<file path="src/rtl/sdcd_pkg.sv">
package sdcd_pkg;

    // Strobe code {ras_n, cas_n, we_n}
    typedef enum logic [2:0] {
        CODE_MRS   = 3'b000,
        CODE_REF   = 3'b001,
        CODE_PRE   = 3'b010,
        CODE_ACT   = 3'b011,
        CODE_WR    = 3'b100,
        CODE_RD    = 3'b101,
        CODE_SPARE = 3'b110,
        CODE_NOP   = 3'b111
    } strobe_code_e;

    typedef struct packed {
        logic act;
        logic rd;
        logic wr;
        logic pre;
        logic refr;
        logic mrs;
        logic nop;
    } cmd_req_t;

    localparam cmd_req_t CMD_NONE = '0;

endpackage

</file>
<file path="src/rtl/sdcd_strobe_decode.sv">
module sdcd_strobe_decode
    import sdcd_pkg::*;
(
    input  logic     en_i,
    input  logic     ras_n_i,
    input  logic     cas_n_i,
    input  logic     we_n_i,
    output cmd_req_t req_o
);

    strobe_code_e code;

    always_comb begin
        code  = strobe_code_e'({ras_n_i, cas_n_i, we_n_i});
        req_o = CMD_NONE;
        if (en_i) begin
            unique case (code)
                CODE_ACT:   req_o.act  = 1'b1;
                CODE_RD:    req_o.rd   = 1'b1;
                CODE_WR:    req_o.wr   = 1'b1;
                CODE_PRE:   req_o.pre  = 1'b1;
                CODE_REF:   req_o.refr = 1'b1;
                CODE_MRS:   req_o.mrs  = 1'b1;
                CODE_NOP:   req_o.nop  = 1'b1;
                CODE_SPARE: req_o      = CMD_NONE;
                default:    req_o      = CMD_NONE;
            endcase
        end
    end

endmodule

</file>
<file path="src/rtl/sdcd_addr_fields.sv">
module sdcd_addr_fields #(
    parameter int ROW_W  = 11,
    parameter int COL_W  = 10,
    parameter int BANK_W = 1,
    localparam int ADDR_W = ROW_W + BANK_W,
    localparam int AP_BIT = ROW_W - 1
) (
    input  logic [ADDR_W-1:0] addr_i,
    output logic [ROW_W-1:0]  row_o,
    output logic [COL_W-1:0]  col_o,
    output logic              ap_o,
    output logic [BANK_W-1:0] bank_o
);

    always_comb begin
        row_o  = addr_i[ROW_W-1:0];
        col_o  = addr_i[COL_W-1:0];
        ap_o   = addr_i[AP_BIT];
        bank_o = addr_i[ADDR_W-1 -: BANK_W];
    end

endmodule

</file>
<file path="src/rtl/sdcd_bank_track.sv">
module sdcd_bank_track (
    input  logic clk,
    input  logic rst_n,
    input  logic set_i,
    input  logic clr_i,
    output logic open_o
);

    logic open_d, open_q;

    always_comb begin
        open_d = open_q;
        if (clr_i) open_d = 1'b0;
        if (set_i) open_d = 1'b1;
    end

    always_ff @(posedge clk or negedge rst_n) begin
        if (!rst_n) open_q <= 1'b0;
        else        open_q <= open_d;
    end

    assign open_o = open_q;

    AST_SET_OPENS: assert property (@(posedge clk) disable iff (!rst_n)
        set_i |=> open_q);

    AST_CLR_CLOSES: assert property (@(posedge clk) disable iff (!rst_n)
        (clr_i && !set_i) |=> !open_q);

    AST_NOT_BOTH: assert property (@(posedge clk) disable iff (!rst_n)
        !(set_i && clr_i));

endmodule

</file>
<file path="src/rtl/sdram_cmd_decoder.sv">
module sdram_cmd_decoder
    import sdcd_pkg::*;
#(
    parameter int ROW_W     = 11,
    parameter int COL_W     = 10,
    parameter int NUM_BANKS = 2,
    localparam int BANK_W   = $clog2(NUM_BANKS),
    localparam int ADDR_W   = ROW_W + BANK_W
) (
    input  logic                 clk,
    input  logic                 rst_n,
    input  logic                 cke,
    input  logic                 cs_n,
    input  logic                 ras_n,
    input  logic                 cas_n,
    input  logic                 we_n,
    input  logic [ADDR_W-1:0]    addr,
    output logic                 cmd_act,
    output logic                 cmd_rd,
    output logic                 cmd_wr,
    output logic                 cmd_pre,
    output logic                 cmd_ref,
    output logic                 cmd_mrs,
    output logic                 cmd_nop,
    output logic [ROW_W-1:0]     row_addr,
    output logic [COL_W-1:0]     col_addr,
    output logic                 auto_pre,
    output logic [BANK_W-1:0]    bank_sel,
    output logic [NUM_BANKS-1:0] bank_open,
    output logic                 err_closed,
    output logic                 err_reopen,
    output logic                 frozen
);

    typedef struct packed {
        cmd_req_t          pulse;
        logic [ROW_W-1:0]  row;
        logic [COL_W-1:0]  col;
        logic              ap;
        logic [BANK_W-1:0] bank;
        logic              err_closed;
        logic              err_reopen;
        logic              frozen;
    } out_state_t;

    out_state_t st_d, st_q;

    cmd_req_t          req;
    logic [ROW_W-1:0]  f_row;
    logic [COL_W-1:0]  f_col;
    logic              f_ap;
    logic [BANK_W-1:0] f_bank;
    logic [NUM_BANKS-1:0] open_q;
    logic [NUM_BANKS-1:0] set_bank;
    logic [NUM_BANKS-1:0] clr_bank;
    logic tgt_open;
    logic act_go, act_bad, rw_req, rw_go, rw_bad;

    sdcd_strobe_decode u_decode (
        .en_i    (cke && !cs_n),
        .ras_n_i (ras_n),
        .cas_n_i (cas_n),
        .we_n_i  (we_n),
        .req_o   (req)
    );

    sdcd_addr_fields #(
        .ROW_W  (ROW_W),
        .COL_W  (COL_W),
        .BANK_W (BANK_W)
    ) u_fields (
        .addr_i (addr),
        .row_o  (f_row),
        .col_o  (f_col),
        .ap_o   (f_ap),
        .bank_o (f_bank)
    );

    // Bank discipline checks against the current open flags
    always_comb begin
        tgt_open = open_q[f_bank];
        act_go   = req.act && !tgt_open;
        act_bad  = req.act &&  tgt_open;
        rw_req   = req.rd || req.wr;
        rw_go    = rw_req &&  tgt_open;
        rw_bad   = rw_req && !tgt_open;
    end

    for (genvar b = 0; b < NUM_BANKS; b++) begin : g_bank
        logic hit;
        assign hit         = (f_bank == BANK_W'(b));
        assign set_bank[b] = act_go && hit;
        assign clr_bank[b] = (req.pre && (f_ap || hit)) || (rw_go && f_ap && hit);

        sdcd_bank_track u_track (
            .clk    (clk),
            .rst_n  (rst_n),
            .set_i  (set_bank[b]),
            .clr_i  (clr_bank[b]),
            .open_o (open_q[b])
        );
    end

    always_comb begin
        st_d            = st_q;
        st_d.pulse      = CMD_NONE;
        st_d.ap         = 1'b0;
        st_d.err_closed = 1'b0;
        st_d.err_reopen = 1'b0;
        st_d.frozen     = !cke;
        if (cke) begin
            st_d.pulse.act  = act_go;
            st_d.pulse.rd   = req.rd && rw_go;
            st_d.pulse.wr   = req.wr && rw_go;
            st_d.pulse.pre  = req.pre;
            st_d.pulse.refr = req.refr;
            st_d.pulse.mrs  = req.mrs;
            st_d.pulse.nop  = req.nop;
            st_d.err_closed = rw_bad;
            st_d.err_reopen = act_bad;
            if (act_go) begin
                st_d.row  = f_row;
                st_d.bank = f_bank;
            end
            if (rw_go) begin
                st_d.col  = f_col;
                st_d.ap   = f_ap;
                st_d.bank = f_bank;
            end
            if (req.pre) begin
                st_d.bank = f_bank;
            end
        end
    end

    always_ff @(posedge clk or negedge rst_n) begin
        if (!rst_n) st_q <= '0;
        else        st_q <= st_d;
    end

    assign cmd_act    = st_q.pulse.act;
    assign cmd_rd     = st_q.pulse.rd;
    assign cmd_wr     = st_q.pulse.wr;
    assign cmd_pre    = st_q.pulse.pre;
    assign cmd_ref    = st_q.pulse.refr;
    assign cmd_mrs    = st_q.pulse.mrs;
    assign cmd_nop    = st_q.pulse.nop;
    assign row_addr   = st_q.row;
    assign col_addr   = st_q.col;
    assign auto_pre   = st_q.ap;
    assign bank_sel   = st_q.bank;
    assign bank_open  = open_q;
    assign err_closed = st_q.err_closed;
    assign err_reopen = st_q.err_reopen;
    assign frozen     = st_q.frozen;

    AST_ONE_PULSE: assert property (@(posedge clk) disable iff (!rst_n)
        $onehot0({cmd_act, cmd_rd, cmd_wr, cmd_pre, cmd_ref, cmd_mrs, cmd_nop}));

    AST_RW_OPEN_BANK: assert property (@(posedge clk) disable iff (!rst_n)
        ((cmd_rd || cmd_wr) && !auto_pre) |-> bank_open[bank_sel]);

    AST_AP_CLOSES: assert property (@(posedge clk) disable iff (!rst_n)
        ((cmd_rd || cmd_wr) && auto_pre) |-> !bank_open[bank_sel]);

    AST_CLOSED_BLOCKS: assert property (@(posedge clk) disable iff (!rst_n)
        err_closed |-> !(cmd_rd || cmd_wr || auto_pre));

    AST_REOPEN_HOLDS_ROW: assert property (@(posedge clk) disable iff (!rst_n)
        err_reopen |-> (!cmd_act && $stable(row_addr)));

    AST_FROZEN_QUIET: assert property (@(posedge clk) disable iff (!rst_n)
        frozen |-> !(cmd_act || cmd_rd || cmd_wr || cmd_pre || cmd_ref || cmd_mrs
                     || cmd_nop || err_closed || err_reopen));

    AST_FROZEN_HOLDS: assert property (@(posedge clk) disable iff (!rst_n)
        frozen |-> ($stable(bank_open) && $stable(row_addr) && $stable(col_addr)));

endmodule

</file>
<file path="config.mk">
export PLATFORM = sky130hd
export DESIGN_NAME = sdram_cmd_decoder
export DESIGN_NICKNAME = d
export VERILOG_FILES = /design/src/rtl/sdcd_pkg.sv /design/src/rtl/sdcd_strobe_decode.sv /design/src/rtl/sdcd_addr_fields.sv /design/src/rtl/sdcd_bank_track.sv /design/src/rtl/sdram_cmd_decoder.sv
export SDC_FILE = /design/constraint.sdc
export NUM_CORES = 1
export LEC_CHECK = 0
export ABC_AREA = 0
export BUFFER_PORTS_ARGS = -buffer_cell sky130_fd_sc_hd__buf_2
export CAP_MARGIN = 10
export CORE_MARGIN = 2
export CORE_UTILIZATION = 35
export DETAILED_ROUTE_END_ITERATION = 16
export PLACE_DENSITY = 0.66
export SLEW_MARGIN = 20
export SYNTH_ARGS = -nofsm -noshare
export SYNTH_HDL_FRONTEND = slang
export SYNTH_HIERARCHICAL = 1
export SYNTH_SLANG_ARGS = --single-unit
</file>
<file path="constraint.sdc">
create_clock -name clk -period 2.1 [get_ports clk]
set_input_delay 0.105 -clock clk [delete_from_list [all_inputs] [get_ports clk]]
set_output_delay 0.105 -clock clk [all_outputs]
set_load 0.005 [all_outputs]
</file>
After elaboration in Yosys (flattened, before gate mapping):

Cells that the tools add are included.

* register bits after elaboration: 35
* bits of input ports: 19
* output and inout bits: 35
* logic and storage cells: 72

* order comparisons: 1
* equality and inequality tests: 6
* mux-type cells: 19
* bitwise gates (word level): 1
* reduce and logical (&&, ||, !) cells: 29

Operators by type and width (count)
* two-way mux 32 bit: 1
* two-way mux 1 bit: 15
* logical AND 1 bit: 14
* two-way mux 12 bit: 1
* two-way mux 11 bit: 1
* equality test 3 bit, second input constant: 3
* two-way mux 7 bit: 1
* equality test 3 x 2 -> 1 bit, second input constant: 2
* AND reduction 2 bit: 3
* logical OR 1 bit: 5
* nonzero test 2 bit: 2
* equality test 3 x 1 -> 1 bit, second input constant: 1
* logical NOT 1 bit: 3
* logical NOT 3 bit: 1
* nonzero test 3 bit: 1
* less-than comparator 1 x 2 -> 1 bit, second input constant: 1
* NOT 1 bit: 1

Depth between registers and ports, before layout:

* depth in word-level cells: 10
* depth in mapped cells: 8
* mapped depth without buffers: 7

Cells and area by module:

The synthesis kept the hierarchy.

Modules (own cells, without submodules)
* sdram_cmd_decoder: times used 1, cells an instance 92, area an instance 1353.8 um^2, sequential area each 825.8 um^2
* sdcd_addr_fields: times used 1, cells an instance 23, area an instance 172.7 um^2, sequential area each 0.0 um^2
* sdcd_strobe_decode: times used 1, cells an instance 7, area an instance 85.1 um^2, sequential area each 0.0 um^2
* sdcd_bank_track: times used 2, cells an instance 3, area an instance 36.3 um^2, sequential area each 25.0 um^2

Least setup slack after synthesis:

OpenSTA, ideal clock, no wires.

* kind: input to register
* start point: in cke
* end point: reg st_q, in the netlist col_addr[0]
* library setup time: 0.125 ns
* arrival time: 1.595 ns
* data required time: 1.975 ns
* setup slack: 0.380 ns
* stages on the path: 8
* buffers on the path: 2
* path through: buf_2 inv_1 nor2_1 and4bb_2 o21ai_0 nor2_1 buf_2 mux2_2

RTL lines
* from (decl): line sdram_cmd_decoder.sv:12 `input logic cke,`
* to (signal assigned): line sdram_cmd_decoder.sv:138 `else st_q <= st_d;`
* to (decl): line sdram_cmd_decoder.sv:46 `out_state_t st_d, st_q;`

Worst setup path in the final report:

* start point: reg g_bank[1].u_track.open_q
* end point: reg st_q, in the netlist row_addr[1]

* word-level cells in the longest chain between the ends: 5

Ends and longest elaborated chain
* from (decl): line sdcd_bank_track.sv:9 `logic open_d, open_q;`
* from (signal assigned): line sdcd_bank_track.sv:19 `else open_q <= open_d;`
* two-way mux 1 bit (implied by the code) (2 in series): line sdram_cmd_decoder.sv:81 `tgt_open = open_q[f_bank];`
* logical NOT 1 bit: line sdram_cmd_decoder.sv:82 `act_go = req.act && !tgt_open;`
* logical AND 1 bit: line sdram_cmd_decoder.sv:82
* AND reduction 2 bit (no source line)

Every way passes these cells. The select of a mux whose other input is x is not followed.
A chain may end at the register's enable or synchronous reset.

==> run summary <==
status: complete, no violations
fmax: 0.6300 GHz
Top delay family on crit path: multiplexers
CP Data Required Time: 2.27 ns
Detail Route Antenna Nets: 0
hold path startpoint: addr[5]
synthesis-stage register bit count: 35
post-synthesis sequential area ratio: 52.01%
Min-Delay Path Class: in -> reg
Root Driver: clkbuf_8
synthesized netlist cell count: 128
DRC Markers: 0
crit path max-delay cell type: dfrtp_1
IO Pins: 54
RR Endpoint: row_addr[1]$_DFFE_PN0P_
hold path cells: 2
Core Box Area: 4692 µm²
final worst path period need: 1.587 ns
CP Cell Sequence: mux2i_2, and3_1, buf_12, mux2_2
I/O Buffers: 53
Synth Cell Area: 1684 µm²
Mapped Nets: 147
TritonCTS clock tree: built
Synthesis Warnings: 6
top cells by count, synth: dfrtp_1 (35), buf_4 (23), mux2_2 (13)
Vias/cell: 4.693
Starting Density: 35.89%
Setup-failing EPs final: 0
total die area: 5382 µm²
endpoints failing hold: 0
Primary FF master, synth: dfrtp_1
clock skew: 0.006103 ns
dpl hpwl: 2.152 mm
DR iter-0 viols: 33
vias in the first global route: 1,008
critical path endpoint category: flip-flop
Worst-Skew Late Latency: 0.29 ns
cell taking the most area after synthesis: dfrtp_1
maximum fanout along the worst path: 13
drt first pass iters: 4
slowest stage delay, CP: 0.46 ns
CP arrival: 1.76 ns
first-pass GRT wire length: 4.857 mm
die span in x: 73.37 µm
post-CTS setup repair buffer count: 0
Rel. slew slack: 46.25%
worst flop-to-flop path startpoint: g_bank[1].u_track/open_o$_DFFE_PN0P_
pin count of the biggest net entering global routing: 36
Max Slew Vio Count: 0
total CTS buffers: 5
Post-synth ARST share: 100.0%
crit path launch type: flip-flop
P_leak: 1.033 nW
Worst Tran Pin Value: 0.8062 ns
WHS Endpoint: row_addr[5]$_DFFE_PN0P_
WP depth: 4
vias post-DR: 1,023
cell with the most instances after synthesis: dfrtp_1
Congestion Overflow GR: 0
TNS Setup: 0 ns
cell area power density: 902.3 nW/µm²
initial antenna violation count: 0
H-tree levels: 2
Bufs on Longest Clock Path: 2
clock sinks: 35
post-synth top area share: 52.01%
drt wl/cell: 13.78 µm
Setup Crit Path Kind: reg -> reg
RSZ-0062 raised after global routing: false
Worst R2R Path Depth: 4
main area contributors after synthesis: dfrtp_1 (52%), buf_4 (10%), mux2_2 (8.7%), mux2_4 (7.1%), and2_1 (2.6%)
hold_ws: 0.05880 ns
synth unique cells: 26
routed wire length: 3.005 mm
final net count: 182
post-CTS sizing: 0
Avg Inst Size Synth: 13.16 µm²
maximum VDD drop: 0.3358 mV
synth-to-layout area growth: 15.30%
Reg clk slew, reported paths: 0.07 ns
fin crit share: 75.59%
GRT Overall Usage: 12.32%
Antenna Cells: 0
Die H: 73.37 µm
CP Buf/Inv Count: 1
fraction of layout cells with a size suffix above 1: 56.71%
FP Rows: 25
Post-synth EDFFs: 0
max-capacitance violation count: 0
reg2reg setup slack: 0.51 ns
Final Wtd Congestion: 0.8222
worst max path at each step:
stage,startpoint,to
after global routing,cke,col_addr[3]$_DFFE_PN0P_
after CTS,g_bank[1].u_track/open_o$_DFFE_PN0P_,row_addr[1]$_DFFE_PN0P_
after floorplan,cke,col_addr[0]$_DFFE_PN0P_
after global placement,cke,col_addr[4]$_DFFE_PN0P_
after detailed placement,cke,col_addr[3]$_DFFE_PN0P_
final,g_bank[1].u_track/open_o$_DFFE_PN0P_,row_addr[1]$_DFFE_PN0P_
logic make-up (layout without fill, tap and decap cells):
group                  Yosys count  count (layout)  synth area share [%]
AO/OA/AOI/OAI                   10              10                 4.829
buffers and inverters           33              69                 14.49
flip-flops                      35              35                 52.01
multiplexers                    22              22                 16.64
AND/OR/NAND/NOR                 28              28                 12.03
timing repair:
item	in CTS	in global routing
hold buffers	1	0
hold endpoints to repair	35	0
setup endpoints to repair	0	0
cell usage in the layout, fill, tap and decap left out:
cell type,Yosys,final
nor4b_2,1,1
dlygate4sd3_1,0,1
and4bb_2,3,3
buf_2,2,53
mux2_4,8,8
nor3_1,1,1
clkinv_4,0,1
o21ai_0,6,6
nand4b_1,1,1
nor3b_1,1,1
nand2_1,3,3
mux2i_2,1,1
and2_1,7,7
and4_2,1,1
buf_4,23,1
mux2_2,13,13
clkbuf_8,0,5
bufinv_16,0,1
o41ai_4,1,1
and3b_1,1,1
nand3_1,1,1
and4b_2,2,2
and3_1,2,2
buf_12,1,1
clkinv_2,0,1
dfrtp_1,35,35
a21o_1,2,2
nor2_1,4,4
inv_1,5,5
o2111ai_1,1,1
sequential cells by signal, summed over array words and instances, names as in the netlist:
name / cells
err_reopen: 1
cmd_wr: 1
auto_pre: 1
cmd_nop: 1
row_addr: 11
cmd_ref: 1
cmd_mrs: 1
frozen: 1
g_bank.u_track/open_o: 2
col_addr: 10
cmd_pre: 1
cmd_act: 1
cmd_rd: 1
bank_sel: 1
err_closed: 1
through the flow:
stage | power [mW] | cell area [µm²] | setup slack (ns) | utilization (%) | std cells
floorplan | 1.041 | 1684 | 0.3803 | - | 128
global placement | 1.168 | 1819 | 0.2954 | 38.77 | 209
detailed placement | 1.177 | 1819 | 0.2506 | 38.77 | 209
CTS | 1.789 | 1942 | 0.5066 | 41.39 | 218
global route | 1.863 | 1942 | 0.3879 | 41.39 | 218
finish | 1.752 | 1942 | 0.5127 | 41.39 | 218
cell type report:
class,instances,area (µm²)
clock buffers,5,68.82
well taps,54,67.56
flip-flops and latches,35,875.8
repair buffers,56,302.8
clock inverters,3,43.79
fillers,442,2750
inverters,5,18.77
multi-input cells,60,564.3
per-layer routing:
metal	up-vias	GRT usage, %	part of all wire (%)
met5	-	0	0
met2	41	20.32	47
met3	5	5.761	8.0
met1	491	14.07	43
li1	486	-	-
met4	0	4.242	1.4
power by group:
group | switching (mW) | internal, mW | total [mW]
combinational | 0.125 | 0.195 | 0.320
clock | 0.242 | 0.353 | 0.595
sequential | 0.0614 | 0.776 | 0.838
(Power assumes the default switching activity.)
